==> config.mk <==
export PLATFORM = sky130hd
export DESIGN_NAME = spi_mem_bridge
export DESIGN_NICKNAME = d
export VERILOG_FILES = /design/src/rtl/spi_mem_bridge.sv
export SDC_FILE = /design/constraint.sdc
export NUM_CORES = 1
export LEC_CHECK = 0
export BUFFER_PORTS_ARGS = -buffer_cell sky130_fd_sc_hd__buf_2
export CELL_PAD_IN_SITES_DETAIL_PLACEMENT = 2
export CELL_PAD_IN_SITES_GLOBAL_PLACEMENT = 2
export CORE_MARGIN = 4
export CORE_UTILIZATION = 33
export DETAILED_ROUTE_END_ITERATION = 6
export PLACE_DENSITY = 0.84
export SLEW_MARGIN = 25
export SYNTH_ARGS = -nofsm -noshare
export SYNTH_HDL_FRONTEND = slang
export SYNTH_SLANG_ARGS = --single-unit
==> constraint.sdc <==
create_clock -name clk -period 3.08 [get_ports clk]
set_input_delay 0.924 -clock clk [delete_from_list [all_inputs] [get_ports clk]]
set_output_delay 0.924 -clock clk [all_outputs]
set_load 0.05 [all_outputs]
==> src/rtl/spi_mem_bridge.sv <==
`timescale 1ns/1ps
module spi_mem_bridge #(
  parameter logic [31:0] WIN_LO    = 32'h1802_0000,
  parameter logic [31:0] WIN_HI    = 32'h1802_1000,
  parameter int          MAX_BURST = 240
) (
  input  logic        clk,
  input  logic        rst_n,
  input  logic        sclk,
  input  logic        cs_n,
  input  logic        mosi,
  output logic        miso,
  output logic        mem_req,
  output logic        mem_we,
  output logic [31:0] mem_addr,
  output logic [3:0]  mem_be,
  output logic [31:0] mem_wdata,
  input  logic [31:0] mem_rdata,
  output logic        win_err
);
  localparam int MAXW = MAX_BURST / 8;
  localparam int WCW  = $clog2(MAXW + 1);

  logic [2:0] sclk_q;
  logic [1:0] cs_q, mosi_q;
  logic [2:0] bcnt;
  logic [6:0] rx;
  logic [3:0] bidx;
  logic [2:0] cmd;
  logic [23:0] addr;
  logic [31:0] nxt;
  logic half_hi, blk, dead, tx_en;
  logic [2:0] wb;
  logic [WCW-1:0] wcnt;
  logic [55:0] wsr;
  logic [63:0] tx, rbuf;
  logic [1:0] seq_left;
  logic seq_we, seq_hi, rd_pend, rd_hi;
  logic [31:0] seq_addr;
  logic [63:0] seq_wd;
  logic [3:0] seq_be;

  wire sel  = ~cs_q[1];
  wire rise = sclk_q[1] & ~sclk_q[2];
  wire [7:0] byte_in = {rx, mosi_q[1]};
  wire [63:0] wfull = {wsr, byte_in};
  wire is_rd = ~cmd[0];
  wire burst = cmd[2];
  wire half  = (cmd[2:1] == 2'b00);
  wire [2:0] wlast = burst ? 3'd7 : (half ? 3'd1 : 3'd3);
  wire [31:0] wstep = burst ? 32'd8 : (half ? 32'd2 : 32'd4);
  wire [31:0] full_addr = {addr, byte_in};
  wire [31:0] aln_addr = full_addr & (burst ? ~32'd7 : (half ? ~32'd1 : ~32'd3));
  wire in_win = (aln_addr >= WIN_LO) && (aln_addr <= WIN_HI);
  wire [63:0] tx_load = burst ? rbuf
                      : half ? {(half_hi ? rbuf[31:16] : rbuf[15:0]), 48'h0}
                      : {rbuf[31:0], 32'h0};

  logic [63:0] wr_wd;
  logic [3:0]  wr_be;
  always_comb begin
    wr_wd = {32'h0, wfull[31:0]};
    wr_be = 4'hF;
    if (burst) wr_wd = wfull;
    else if (half) begin
      wr_wd = nxt[1] ? {32'h0, wfull[15:0], 16'h0} : {48'h0, wfull[15:0]};
      wr_be = nxt[1] ? 4'b1100 : 4'b0011;
    end
  end

  assign miso      = tx_en & tx[63];
  assign mem_req   = (seq_left != 2'd0);
  assign mem_we    = seq_we;
  assign mem_addr  = seq_addr;
  assign mem_be    = seq_be;
  assign mem_wdata = seq_wd[31:0];

  always_ff @(posedge clk) begin
    if (!rst_n) begin
      sclk_q <= '0;
      cs_q   <= 2'b11;
      mosi_q <= '0;
    end else begin
      sclk_q <= {sclk_q[1:0], sclk};
      cs_q   <= {cs_q[0], cs_n};
      mosi_q <= {mosi_q[0], mosi};
    end
  end

  always_ff @(posedge clk) begin
    if (!rst_n) begin
      bcnt <= '0; rx <= '0; bidx <= '0; cmd <= '0; addr <= '0; nxt <= '0;
      half_hi <= 1'b0; blk <= 1'b0; dead <= 1'b0; tx_en <= 1'b0;
      wb <= '0; wcnt <= '0; wsr <= '0; tx <= '0; rbuf <= '0;
      seq_left <= '0; seq_we <= 1'b0; seq_hi <= 1'b0; seq_addr <= '0;
      seq_wd <= '0; seq_be <= '0; rd_pend <= 1'b0; rd_hi <= 1'b0;
      win_err <= 1'b0;
    end else begin
      rd_pend <= mem_req & ~seq_we;
      rd_hi   <= seq_hi;
      if (rd_pend) begin
        if (rd_hi) rbuf[63:32] <= mem_rdata;
        else       rbuf[31:0]  <= mem_rdata;
      end
      if (seq_left != 2'd0) begin
        seq_left <= seq_left - 2'd1;
        seq_addr <= seq_addr + 32'd4;
        seq_wd   <= {32'h0, seq_wd[63:32]};
        seq_be   <= 4'hF;
        seq_hi   <= 1'b1;
      end

      if (!sel) begin
        bcnt <= '0; bidx <= '0; wb <= '0; wcnt <= '0;
        dead <= 1'b0; tx_en <= 1'b0; blk <= 1'b0;
      end else if (rise) begin
        bcnt <= bcnt + 3'd1;
        rx   <= byte_in[6:0];
        if (tx_en) tx <= {tx[62:0], 1'b0};
        if (bcnt == 3'd7 && !dead) begin
          if (bidx != 4'd9) bidx <= bidx + 4'd1;
          if (bidx == 4'd0) begin
            cmd <= byte_in[2:0];
            if (byte_in > 8'd5) dead <= 1'b1;
          end else if (bidx < 4'd4) begin
            addr <= full_addr[23:0];
          end else if (bidx == 4'd4) begin
            half_hi <= aln_addr[1];
            nxt     <= is_rd ? aln_addr + 32'd8 : aln_addr;
            blk     <= half & ~in_win;
            if (half && !in_win) win_err <= 1'b1;
            if (is_rd) begin
              if (half && !in_win) rbuf <= '0;
              else begin
                seq_left <= burst ? 2'd2 : 2'd1;
                seq_we   <= 1'b0;
                seq_addr <= {aln_addr[31:2], 2'b00};
                seq_be   <= 4'hF;
                seq_hi   <= 1'b0;
              end
            end
          end else if (!is_rd) begin
            wsr <= wfull[55:0];
            if (wb == wlast) begin
              wb   <= '0;
              nxt  <= nxt + wstep;
              wcnt <= wcnt + 1'b1;
              if (!blk) begin
                seq_left <= burst ? 2'd2 : 2'd1;
                seq_we   <= 1'b1;
                seq_addr <= {nxt[31:2], 2'b00};
                seq_wd   <= wr_wd;
                seq_be   <= wr_be;
                seq_hi   <= 1'b0;
              end
              if (!burst || (int'(wcnt) + 1 >= MAXW)) dead <= 1'b1;
            end else wb <= wb + 3'd1;
          end else if (bidx == 4'd8) begin
            tx    <= tx_load;
            tx_en <= 1'b1;
            wcnt  <= 1;
            if (burst && MAXW > 1) begin
              seq_left <= 2'd2;
              seq_we   <= 1'b0;
              seq_addr <= nxt;
              seq_be   <= 4'hF;
              seq_hi   <= 1'b0;
              nxt      <= nxt + 32'd8;
            end
          end else if (bidx == 4'd9) begin
            if (wb == wlast) begin
              wb <= '0;
              if (burst && int'(wcnt) < MAXW) begin
                tx   <= tx_load;
                wcnt <= wcnt + 1'b1;
                if (int'(wcnt) + 1 < MAXW) begin
                  seq_left <= 2'd2;
                  seq_we   <= 1'b0;
                  seq_addr <= nxt;
                  seq_be   <= 4'hF;
                  seq_hi   <= 1'b0;
                  nxt      <= nxt + 32'd8;
                end
              end else begin
                tx_en <= 1'b0;
                dead  <= 1'b1;
              end
            end else wb <= wb + 3'd1;
          end
        end
      end
    end
  end

  a_r1_dead_quiet: assert property (@(posedge clk) disable iff (!rst_n)
    dead |-> !miso);
  a_r4_no_early_data: assert property (@(posedge clk) disable iff (!rst_n)
    (bidx <= 4'd8) |-> !miso);
  a_r11_idle_quiet: assert property (@(posedge clk) disable iff (!rst_n)
    !sel |=> !miso);
  a_r10_aligned: assert property (@(posedge clk) disable iff (!rst_n)
    mem_req |-> (mem_addr[1:0] == 2'b00));
  a_r10_read_lanes: assert property (@(posedge clk) disable iff (!rst_n)
    (mem_req && !mem_we) |-> (mem_be == 4'hF));
  a_r5_half_in_window: assert property (@(posedge clk) disable iff (!rst_n)
    (mem_req && mem_we && mem_be != 4'hF) |->
      (mem_addr >= {WIN_LO[31:2], 2'b00} && mem_addr <= WIN_HI));
  a_r6_sticky: assert property (@(posedge clk) disable iff (!rst_n)
    win_err |=> win_err);
  a_r7_burst_cap: assert property (@(posedge clk) disable iff (!rst_n)
    int'(wcnt) <= MAXW);
endmodule

==> metrics.cfg <==
[power_and_ir_drop]
power.share.clock_pct = 51.6
p_sw_uw = 2520
pwr-share-seq_pct = 46.3
power.share.combinational_pct = 2.1
switching_share_pct = 23.4
static-leakage-power_uw = 0.00737
power.density_mw_per_mm2 = 498
peakVddDrop_v = 0.000403
internal_power_uw = 8220
finalPower_uw = 10700

[routing]
vias_per_cell = 5.97
post-route-drc-count = 0
routed_wire_length_per_instance_um = 25.2
routed-via-count = 18912
drtPass1Iterations = 5
post_drt_antenna_nets = 0
detail_route.wirelength_um = 80000
dr.first_iter.drc_count = 1357

[timing]
finalWorstPathRequiredPeriod_ps = 3000
worstMarginPinSlew_ps = 904
final_worst_path_cycle_share_pct = 97.5
slew-limit-headroom_pct = 39.7
max_freq_mhz = 333
setup_viol = 0
timing.final.hold_violations = 0
clock-skew-final_ps = 41.9
fin_tns_setup_ps = 0
report.final.slew_viol_count = 0
final.hold.worst_slack_ps = 466
rsz_0062_raised_after_global_routing = no

[clock_network]
ctsHtreeMaxLevel = 2
number_of_buffers_created_by_cts = 46
tritoncts = yes
cts.sink_count = 382
clock_latency_ps = 610
clk_pin_slew_ps = 70
root_buffer = sky130_fd_sc_hd__clkbuf_16
cts_buffer_depth = 3
holdBufCountCts = 0

[logic_synthesis]
synth_seq_area_share_pct = 41.1
postSynthCellCount = 2358
synthesis.nets = 2411
netlist.area_leader.share_pct = 41.1
synth.area.top_cells = sky130_fd_sc_hd__dfxtp_1 41%, sky130_fd_sc_hd__nand2_1 9.6%, sky130_fd_sc_hd__a21oi_1 7.6%
synth.lib_cells_used.distinct = 85
post_synthesis_average_cell_area_um2 = 7.88
yosys_register_bits = 382
synth-async-reset-ratio_pct = 0
synth-warning-count = 0
synth-main-ff-cell = sky130_fd_sc_hd__dfxtp_1
leading_area_contributor_after_synthesis = sky130_fd_sc_hd__dfxtp_1
synth.cell_area_mm2 = 0.0186
synth-edff-count = 0

[cells_and_area]
layout_common_cells = 473 x sky130_fd_sc_hd__nand2_1, 380 x sky130_fd_sc_hd__dfxtp_1, 283 x sky130_fd_sc_hd__a21oi_1
n_antenna_cell = 0
layout_commonest_cell = sky130_fd_sc_hd__nand2_1
final_net_count = 2439
post_route_standard_cell_area_excluding_fillers_mm2 = 0.0216
multiInputGateArea_mm2 = 0.00983
regArea_mm2 = 0.00765
drive_above_1_share_pct = 15.4
area_growth_syn_to_layout_pct = 16.1
fill_cell_count = 6244

[global_route]
grt_antenna_before_repair = 3
number_of_global_route_vias_before_repair = 20387
grt_use_met3_pct = 4.91
grtUsageMet1_pct = 31.6
pin_count_of_the_biggest_net_entering_global_routing = 65
globalRouteMet2Util_pct = 43.8
track_usage_pct = 25.5
grt.busiest_layer = met2
grt.overflow.total = 0
grt_pass1_wl_um = 123000

[floorplan]
die_width_um = 245
rows = 86
die-height_um = 245
starting_density_pct = 33.5
die_area_mm2 = 0.0602
io_pins = 109
core_area_mm2 = 0.0554

[place]
globalplace.congestion = 0.897
dpl-instance-area_mm2 = 0.0200
portBuffers = 108
dp_hpwl_um = 51400

[worst_setup_path]
reg2reg_to = mem_addr[14]
critPathArrivalTime_ps = 2080
rr_startpoint = bidx[0]
r2r_slack_ps = 150
timing.critical_path.fanout_max = 35
critPathMaxStageDelay_ps = 390
timing.reg2reg.worst_path_depth = 9
worst_setup_path_end_kind = output pin
worst-endpoint-required_ps = 2160
cpMaxStageDelayCell = sky130_fd_sc_hd__dfxtp_1
timing.critical_path.from_type = flip-flop
worst-setup-path-type = flip-flop to output pin
critical_path.cell_chain = nor2_2 > buf_6 > clkinv_1 > buf_2

[hold_path]
hold_path_startpoint = bcnt[1]
worstHoldPathType = flip-flop to flip-flop
whs_endpoint = bcnt[1]
min_path_cells = 2

[run_status]
run_status = finished clean

[job]
max_cap_viol_count = 0

[through the flow]
step | util [%] | cells | setup WS [ps]
2_1_floorplan | - | 2358 | 77.9
3_3_place_gp | 36.1 | 3085 | 223
3_5_place_dp | 36.1 | 3085 | 70.7
4_1_cts | 38.8 | 3168 | 74.8
5_1_grt | 38.9 | 3169 | 2.44
6_report | 38.9 | 3169 | 78.1
[worst max-delay path, delay by kind of cell (launching register included)]
family	cells	cell delay (ps)
buffers and inverters	3	780
flip-flops	1	390
AND/OR/NAND/NOR	1	290
[worst max path at each step]
stage,start,endpoint,slack (ps),depth (start not counted)
final,seq_left[0],mem_req,80,4
after detailed placement,wcnt[0],nxt[21],70,9
after CTS,seq_left[0],mem_req,70,4
after global routing,bidx[0],mem_addr[21],2,12
after floorplan,cmd[2],nxt[31],80,14
after global placement,wcnt[1],nxt[21],220,9
[cell usage after synthesis (9+ instances only)]
library cell and instances:
sky130_fd_sc_hd__nand2_1 474, sky130_fd_sc_hd__dfxtp_1 382, sky130_fd_sc_hd__a21oi_1 283, sky130_fd_sc_hd__nor2_1 163, sky130_fd_sc_hd__clkbuf_1 155, sky130_fd_sc_hd__a22oi_1 78, sky130_fd_sc_hd__o21ai_0 67, sky130_fd_sc_hd__a31oi_1 51
sky130_fd_sc_hd__nand3_1 47, sky130_fd_sc_hd__o221a_2 45, sky130_fd_sc_hd__inv_1 41, sky130_fd_sc_hd__mux2i_1 37, sky130_fd_sc_hd__xnor2_1 37, sky130_fd_sc_hd__and3_1 34, sky130_fd_sc_hd__a211oi_1 33, sky130_fd_sc_hd__buf_4 33
sky130_fd_sc_hd__buf_2 30, sky130_fd_sc_hd__nor3_1 28, sky130_fd_sc_hd__nand4_1 25, sky130_fd_sc_hd__xor2_1 25, sky130_fd_sc_hd__a221oi_1 20, sky130_fd_sc_hd__a311oi_1 18, sky130_fd_sc_hd__nor3b_1 18, sky130_fd_sc_hd__and2_1 17
sky130_fd_sc_hd__ha_1 15, sky130_fd_sc_hd__o22ai_1 15, sky130_fd_sc_hd__buf_1 13, sky130_fd_sc_hd__o32ai_1 13, sky130_fd_sc_hd__nand2b_1 11, sky130_fd_sc_hd__and4_1 10, sky130_fd_sc_hd__or3_1 9
[power by group through the flow]
stage / logic (µW) / registers (µW) / clock network [µW]
4_1_cts: 223 / 4970 / 5630
6_report: 223 / 4970 / 5540
3_5_place_dp: 220 / 5080 / 0
2_1_floorplan: 108 / 5090 / 0
5_1_grt: 238 / 4970 / 5860
3_3_place_gp: 214 / 5080 / 0
[kinds of logic (layout without fill, tap and decap cells)]
logic type,after synthesis,after routing,synth area share [%]
AOI/OAI and AO/OA,706,706,25.2
adders and majority gates,17,17,1.17
buffers and inverters,277,340,6.47
muxes,39,39,2.17
DFF,382,382,41.1
and+or+nand+nor,875,875,20.9
xor gates and xnor gates,62,62,2.92
[what timing repair did]
item | CTS | global route
hold endpoints to repair | 0 | 0
pin swaps | 0 | 1
setup buffers | 0 | 1
endpoints found under the setup margin | 1 | 45
gates cloned | 0 | 0
resized for setup | 1 | 9
[flip-flops by register name (all words and copies together), names as in the netlist, 4 cells and up]
name / cells
bidx: 4
seq_wd: 64
wsr: 56
wcnt: 5
mem_be: 4
mem_addr: 32
addr: 24
nxt: 31
rx: 7
tx: 64
rbuf: 64
[cell type report]
| type | count | area share [%] |
|---|---|---|
| clock inverters | 11 | 0.580 |
| well taps | 748 | 4.34 |
| flip-flops and latches | 382 | 35.5 |
| inverters | 45 | 0.806 |
| multi-input cells | 1699 | 45.6 |
| repair buffers | 212 | 6.79 |
| clock buffers | 72 | 6.44 |
[layer usage]
| metal | up-vias | wire length [µm] |
|---|---|---|
| li1 | 8427 | - |
| met1 | 9727 | 33900 |
| met2 | 574 | 39100 |
| met3 | 180 | 4150 |
| met4 | 4 | 2770 |
| met5 | - | 14 |
Note: power is estimated with default switching activity, not from simulation.
